`config.mk`:
```
export PLATFORM = sky130hd
export DESIGN_NAME = ctl_chain_pipe
export DESIGN_NICKNAME = d
export VERILOG_FILES = /design/src/rtl/ctl_chain_pipe.sv
export SDC_FILE = /design/constraint.sdc
export NUM_CORES = 1
export LEC_CHECK = 0
export BUFFER_PORTS_ARGS = -buffer_cell sky130_fd_sc_hd__buf_4
export CAP_MARGIN = 30
export CORE_AREA = 2 2 39 41
export CTS_CLUSTER_SIZE = 12
export DETAILED_ROUTE_END_ITERATION = 10
export DIE_AREA = 0 0 41 43
export PLACE_DENSITY = 0.64
export SYNTH_ARGS = -nofsm -noshare
export SYNTH_HDL_FRONTEND = slang
export SYNTH_SLANG_ARGS = --single-unit
```
`constraint.sdc`:
```
create_clock -name clk -period 2.3 [get_ports clk]
set_input_delay 0.69 -clock clk [delete_from_list [all_inputs] [get_ports clk]]
set_output_delay 0.69 -clock clk [all_outputs]
set_load 0.01 [all_outputs]
```
`src/rtl/ctl_chain_pipe.sv`:
```
module ctl_chain_pipe #(
  parameter int OPW = 6,
  parameter int AOPW = 2,
  parameter logic [OPW-1:0] OP_RR = 6'b000000,
  parameter logic [OPW-1:0] OP_LD = 6'b100011,
  parameter logic [OPW-1:0] OP_ST = 6'b101011,
  parameter logic [OPW-1:0] OP_BEQ = 6'b000100
) (
  input  logic            clk,
  input  logic            rst_n,
  input  logic [OPW-1:0]  opcode,
  input  logic            bubble,
  input  logic            stall,
  output logic            fetch_en,
  output logic            ex_alu_src,
  output logic [AOPW-1:0] ex_alu_op,
  output logic            ex_dst_sel,
  output logic            mem_rd,
  output logic            mem_wr,
  output logic            mem_branch,
  output logic            wb_from_mem,
  output logic            wb_reg_we
);
  localparam int WBW = 2;
  localparam int MEW = 3;
  localparam int EXW = AOPW + 2;
  localparam int W1 = EXW + MEW + WBW;
  localparam int W2 = MEW + WBW;

  logic [W1-1:0]  dec_w, idex_q;
  logic [W2-1:0]  exmem_q;
  logic [WBW-1:0] memwb_q;

  always_comb begin
    dec_w = '0;
    case (opcode)
      OP_RR:  dec_w = {1'b0, AOPW'(2), 1'b1, 3'b000, 2'b01};
      OP_LD:  dec_w = {1'b1, AOPW'(0), 1'b0, 3'b100, 2'b11};
      OP_ST:  dec_w = {1'b1, AOPW'(0), 1'b0, 3'b010, 2'b00};
      OP_BEQ: dec_w = {1'b0, AOPW'(1), 1'b0, 3'b001, 2'b00};
      default: dec_w = '0;
    endcase
  end

  always_ff @(posedge clk) begin
    if (!rst_n) begin
      idex_q  <= '0;
      exmem_q <= '0;
      memwb_q <= '0;
    end else if (!stall) begin
      idex_q  <= bubble ? '0 : dec_w;
      exmem_q <= idex_q[W2-1:0];
      memwb_q <= exmem_q[WBW-1:0];
    end
  end

  assign fetch_en = !(stall || bubble);
  assign {ex_alu_src, ex_alu_op, ex_dst_sel} = idex_q[W1-1:W2];
  assign {mem_rd, mem_wr, mem_branch} = exmem_q[W2-1:WBW];
  assign {wb_from_mem, wb_reg_we} = memwb_q;
endmodule


```
# == Yosys cells after proc, flatten, opt, wreduce, memory -nomap -nowiden ==
# Index checks and enable logic that the tools add are counted.
# word_totals
register_bits,16
latch_bits,0
ram_bits,0
rom_bits,0
wordCells,11
memories,0
# op_classes
n_addsub,0
n_mul,0
n_div,0
magnitude_cmp,0
eq_ne,3
shift,0
mux,2
bitwise_logic,0
n_reduce_logical,3
# ops
cell,count
case mux 9 bit (4 select lines),1
"equality test 6 bit, second input constant",2
2-to-1 mux 9 bit,1
"equality test 6 x 3 -> 1 bit, second input constant",1
logical NOT 6 bit,1
logical NOT 1 bit,1
logical OR 1 bit,1

# == Longest topological paths before layout ==
# Gate-level depths: netlist (run 1).
# depth
depth_word,3
mapped_depth,4
ltp_nobuf,3

# == Least setup slack after synthesis (run 1) ==
# No wires, ideal clock.
# synth_path
kind,input port to output port
startpoint,input port stall
endpoint,output port fetch_en
arrival_ps,1038
required_time_ps,1610
setup_slack_ps,572
stages,2
n_path_buf,1
cell_sequence,buf_6 nor2_1
# synth_between
elab_chain_cells,2
# synth_rtl
item,line_no,rtl
"start, declared",13,"input logic stall,"
logical OR 1 bit,57,assign fetch_en = !(stall || bubble);
logical NOT 1 bit,57,
"end, declared",14,"output logic fetch_en,"
# Every way passes these cells.

# == Worst setup path in the final report (run 1) ==
# Same ends and word-level chain as after synthesis.

==> summary.txt, run 1 <==
Synth
  – Synthesized Nets: between 50 and 60
  – Syn. warnings: 0
  – Seq/Total Area, Yosys: between 40 and 50%
  – Number of distinct library cells after synthesis: 19
  – FF+latch count, synth: 12
  – Mean area per synthesized cell: roughly 11 um2
  – Syn Inst Count: 49
  – Post-Syn Area: between 500 and 600 um2

Clock network
  – Clock Path Buffers: 2
  – # clock sinks: 12
  – Resized Gates After CTS: 0
  – Clk slew on worst S/H paths: 70 ps
  – Htree depth: 1
  – Root Buffer Master: clkbuf_4
  – Setup bufs post-CTS: 0
  – CTS tree: done
  – Clk Latency, worst-skew pair: ~280 ps
  – Hold_buf cts: 0
  – CTS Buf Count: 3

STA
  – Pins Over Slew Limit: 0
  – Slew @ Worst Pin: about 350 ps
  – Worst Clk Skew: just under 6 ps
  – Setup violators final: 0
  – Final period util: a little over four fifths
  – RSZ-0062 raised after global routing: false
  – Final min period: just under 2000 ps
  – Final Hold Vio Count: 0
  – Setup total negative slack: 0 ps
  – Rel. slew slack: between 70% and 80%
  – Top achievable clock speed: 518 MHz

Global routing
  – GRT Total Usage: around 12%
  – Antenna violations before repair: 0
  – Largest net degree at the start of global routing: 15
  – Congestion Overflow GR: 0
  – Vias in the first global route: ~320
  – Wire length of the first global-routing pass: around 1400 um

Placed design
  – Port bufs: 19
  – Post-DP HPWL: 653 um
  – Gpl congestion: roughly 0.69
  – Placed cell count: 79

Run
  – MaxCap Viol Count: 0

Worst hold path
  – Worst Hold Launch: idex_q[0]
  – Hold EP: idex_q[0]
  – Hold depth: 2
  – HP Class: flip-flop to flip-flop

Finish
  – Synth-to-Final Area Change: 31.1%
  – # nets final: 78
  – Share of cells above drive strength 1: between 30% and 40%
  – ANT cells: 0
  – Final cell count without fillers: 83

Critical path
  – Setup crit end kind: output port
  – R2R cell count: 2
  – Worst-path cell chain: buf_4, nor2_1, buf_4
  – Arrival @ worst endpoint: 1240 ps
  – Crit path top cell by count: buf_4
  – R2r endpoint: idex_q[7]
  – Max incr delay on CP: approximately 210 ps
  – R2R Path Start: idex_q[7]
  – Slowest-stage cell, CP: nor2_1
  – CP Max Fanout: 14
  – Reg2reg setup slack: 1630 ps
  – Req. time, crit path: 1610 ps
  – Critical path class: input port to output port
  – Startpoint types: input port

Floorplanning
  – Die Y: around 43 um
  – Die footprint: around 1800 um2
  – I/O pin cnt: 20
  – Initial Util: 37.5%
  – Core Area: ~1400 um2
  – FP Rows: 14
  – Die width: 41 um

Detailed routing
  – Routed wire length per instance: 11.0 um
  – First DRT Iteration DRCs: 2
  – Remaining DRCs: 0
  – Post-Route WL: approximately 910 um
  – Antenna Violating Nets Remaining: 0
  – Vias after detailed routing: between 400 and 500
  – Router iterations before antenna repair: 2
  – DR vias/cell: 4.83

Power
  – Clock share of power: a little over 40%
  – Sw Pwr: around 0.09 mW
  – Cell Pwr Density: 610 nW/um2
  – Leakage: between 0.2 and 0.3 nW
  – Sw Share: about 22%
  – Internal power: 0.323 mW
  – Power share of the sequential group: about half
  – Combinational power share: ~8.4%
  – Worst IR Drop VDD: 0.291 mV

Run status
  – Status: completed
==> synth_stat cells <==
library cell | instances | share of area [%]
clkbuf_1 | 1 | 0.72
nand4b_1 | 1 | 1.7
o21ai_0 | 1 | 0.96
a22oi_1 | 2 | 2.9
nor2_1 | 1 | 0.72
a21boi_1 | 2 | 2.9
mux2i_1 | 6 | 12
nand3b_1 | 1 | 1.4
nand3_1 | 1 | 0.96
dfxtp_1 | 12 | 46
nor2b_1 | 8 | 9.6
nand2_1 | 4 | 2.9
nor4_4 | 1 | 4.1
a21boi_0 | 1 | 1.4
buf_6 | 1 | 2.2
o21ai_1 | 1 | 0.96
buf_4 | 3 | 4.3
nor4_2 | 1 | 2.4
and4b_1 | 1 | 1.9
==> registers in the layout (all words and copies together), names as in the netlist <==
name	flops
exmem_q	4
memwb_q	2
idex_q	6
==> power groups by stage <==
stage                     registers (mW)  logic [mW]  clock network [mW]
final                              0.208      0.0351               0.172
after floorplan                    0.213      0.0183                   0
after detailed placement           0.213      0.0348                   0
after CTS                          0.208      0.0352               0.177
after global routing               0.208      0.0377               0.187
after global placement             0.213      0.0346                   0
==> per-stage QoR <==
stage	utilization (%)	hold WS, ps	worst slack, ps	instance area, um2	total power [mW]
4_1_cts	49.2	459	373	681	0.420
2_1_floorplan	-	430	572	519	0.232
5_1_grt	49.2	498	297	681	0.433
3_3_place_gp	46.6	445	408	644	0.248
3_5_place_dp	46.6	448	393	644	0.248
6_report	49.2	455	370	681	0.416
==> cell type report <==
cell class                      instances  area, um2
Fill cell                             133        703
Multi-Input combinational cell         32        241
Sequential cell                        12        240
Timing Repair Buffer                   19        143
Clock buffer                            4       36.3
Tap cell                               16       20.0
==> metal layers <==
layer	GRT usage, %	vias up	share of wire [%]
met3	3.14	4	4.0
met4	10.0	0	2.5
met2	14.4	12	44
li1	-	204	-
met1	18.0	181	49
met5	0	-	0
==> worst max-delay path, delay by kind of cell <==
family | cells | cell delay [ps]
buffers and inverters | 2 | 340
and+or+nand+nor | 1 | 210
==> cells in the final DEF (no fill, tap or decap) <==
master / Yosys / layout
nor4_2: 1 / 1
clkbuf_4: 0 / 3
mux2i_1: 6 / 6
nor2_1: 1 / 1
o21ai_0: 1 / 1
buf_4: 3 / 19
nand3_1: 1 / 1
nand4b_1: 1 / 1
a21boi_1: 2 / 2
a21boi_0: 1 / 1
nor2b_1: 8 / 8
nand2_1: 4 / 4
o21ai_1: 1 / 1
nor4_4: 1 / 1
clkbuf_8: 0 / 1
dfxtp_1: 12 / 12
a22oi_1: 2 / 2
and4b_1: 1 / 1
nand3b_1: 1 / 1
==> worst max-delay path by stage <==
stage / startpoint / endpoint / slack [ps] / cells after the start
2_1_floorplan: stall / fetch_en / 570 / 2
3_3_place_gp: stall / fetch_en / 410 / 3
3_5_place_dp: stall / fetch_en / 390 / 3
4_1_cts: stall / fetch_en / 370 / 3
5_1_grt: stall / fetch_en / 300 / 3
6_report: stall / fetch_en / 370 / 3
==> cell families after synthesis <==
logic type	Yosys count	share of synthesized area, %
DFF	12	46.3
and+or+nand+nor	19	25.8
buffers and inverters	5	7.23
muxes	6	11.6
AOI/OAI and AO/OA	7	9.15
No activity file was read; power rests on OpenSTA's default activity.
==> run 2: changes to the inputs <==
Clock period 2.3 ns to 1.95 ns, I/O delays scaled along.
==> run 2 against run 1 <==
Effect of this change: largest cell class unchanged; critical path depth unchanged; critical path type unchanged; largest power group unchanged; clock skew shrank 0.91 ps; hold slack improved by 10 ps; flip-flop and latch count is the same.
==> summary.txt, run 2 (synthesized netlist as in run 1, its figures left out) <==
Run status
  – Status: completed

Clock network
  – Setup bufs post-CTS: 0
  – Clk Latency, worst-skew pair: between 200 and 300 ps
  – Hold_buf cts: 0
  – CTS Buf Count: 3
  – Clock Path Buffers: 2
  – Root Buffer Master: clkbuf_4
  – # clock sinks: 12
  – Resized Gates After CTS: 0
  – CTS tree: done
  – Htree depth: 1
  – Clk slew on worst S/H paths: 70 ps

Critical path
  – Worst-path cell chain: buf_4, nor2_1, buf_4
  – Slowest-stage cell, CP: nor2_1
  – Startpoint types: input port
  – R2R cell count: 2
  – Crit path top cell by count: buf_4
  – R2R Path Start: idex_q[7]
  – Reg2reg setup slack: 1280 ps
  – CP Max Fanout: 3
  – Max incr delay on CP: 180 ps
  – R2r endpoint: idex_q[7]
  – Req. time, crit path: between 1000 and 1500 ps
  – Setup crit end kind: output port
  – Critical path class: input port to output port
  – Arrival @ worst endpoint: approximately 1000 ps

STA
  – Slew @ Worst Pin: around 350 ps
  – Setup ws final: ~320 ps
  – Pins Over Slew Limit: 0
  – Worst Clk Skew: 5.01 ps
  – Rel. slew slack: between 70% and 80%
  – Final Hold Vio Count: 0
  – Final min period: between 1500 and 2000 ps
  – Setup total negative slack: 0 ps
  – Setup violators final: 0
  – Top achievable clock speed: roughly 610 MHz
  – Final period util: a little over four fifths
  – RSZ-0062 raised after global routing: false

Finish
  – Commonest non-fill, non-tap cell in the layout: buf_4
  – Largest Register: idex_q
  – Multi-input logic area: ~240 um2
  – Final cell count without fillers: 84
  – Share of cells above drive strength 1: approximately two fifths
  – Number of flip-flops in the largest register: 6
  – Register Area: about 240 um2
  – # nets final: 79
  – Fill count: between 150 and 200
  – ANT cells: 0
  – Biggest registers after layout: idex_q: 6 flops, exmem_q: 4 flops, memwb_q: 2 flops
  – Post-route core utilization: between 40% and 50%
  – Most frequent cells in the layout: buf_4, dfxtp_1, nor2b_1
  – Synth-to-Final Area Change: 32.5%

Floorplanning
  – Core Area: approximately 1400 um2
  – Die footprint: about 1800 um2
  – FP Rows: 14
  – Die width: 41 um
  – Die Y: 43 um
  – I/O pin cnt: 20
  – Initial Util: 37.5%

Detailed routing
  – Antenna Violating Nets Remaining: 0
  – Router iterations before antenna repair: 5
  – Vias after detailed routing: 408
  – Routed wire length per instance: approximately 11 um
  – Remaining DRCs: 0
  – First DRT Iteration DRCs: 4
  – Post-Route WL: 935 um
  – DR vias/cell: 4.86

Placed design
  – Gpl congestion: between 0.6 and 0.7
  – Placed cell count: 80
  – Port bufs: 19
  – Dpl ws: about 340 ps
  – Post-DP HPWL: approximately 700 um

Global routing
  – Vias in the first global route: 385
  – Antenna violations before repair: 0
  – Congestion Overflow GR: 0
  – Largest net degree at the start of global routing: 14
  – GRT Total Usage: between 10% and 20%
  – Wire length of the first global-routing pass: 1610 um

Run
  – MaxCap Viol Count: 0

Power
  – Leakage: 0.288 nW
  – Worst IR Drop VDD: 0.311 mV
  – Tot Pwr: 0.483 mW
  – Cell Pwr Density: approximately 700 nW/um2

Worst hold path
  – Worst Hold Launch: idex_q[0]
  – HP Class: flip-flop to flip-flop
  – Hold EP: idex_q[0]
  – Hold depth: 2
==> run 2: cell types whose count changed in the layout (fill, tap and decap cells not counted) <==
| cell | delta |
|---|---|
| buf_4 | +1 |
==> run 2: metrics by stage <==
stage | cell area [um2] | hold WS [ps]
after floorplan | 519 | 430
after global placement | 652 | 442
after detailed placement | 652 | 450
after CTS | 688 | 469
after global routing | 688 | 497
final | 688 | 465
==> run 2: report_power, final <==
| group | switching (mW) | internal [mW] |
|---|---|---|
| clock | 0.0818 | 0.113 |
| combinational | 0.0194 | 0.0233 |
| sequential | 0.000288 | 0.245 |
| total | 0.101 | 0.382 |
==> run 2: how the worst max path moves through the flow <==
| stage | startpoint | endpoint | slack [ps] | depth (start not counted) |
|---|---|---|---|---|
| 6_report | stall | fetch_en | 320 | 3 |
| 5_1_grt | stall | fetch_en | 280 | 3 |
| 4_1_cts | stall | fetch_en | 330 | 3 |
| 3_5_place_dp | stall | fetch_en | 340 | 3 |
| 3_3_place_gp | stall | fetch_en | 350 | 3 |
| 2_1_floorplan | stall | fetch_en | 430 | 2 |
==> run 2: critical path: cells and delay by family <==
family	cells	cell delay (ps)
buf+inv	2	280
simple gates	1	180
==> run 2: cell type report <==
type	instances	area share [%]
timing repair buffer	20	21.8
tap	16	2.91
multi-input combinational	32	35.1
sequential	12	34.9
clock buffer	4	5.27
==> run 2: per-layer routing <==
layer,vias to the layer above,global-route usage [%],share of wire [%]
met5,-,0,0
met4,0,10.0,1.7
met3,2,4.71,4.5
met2,10,19.1,50
met1,189,18.2,44
li1,207,-,-
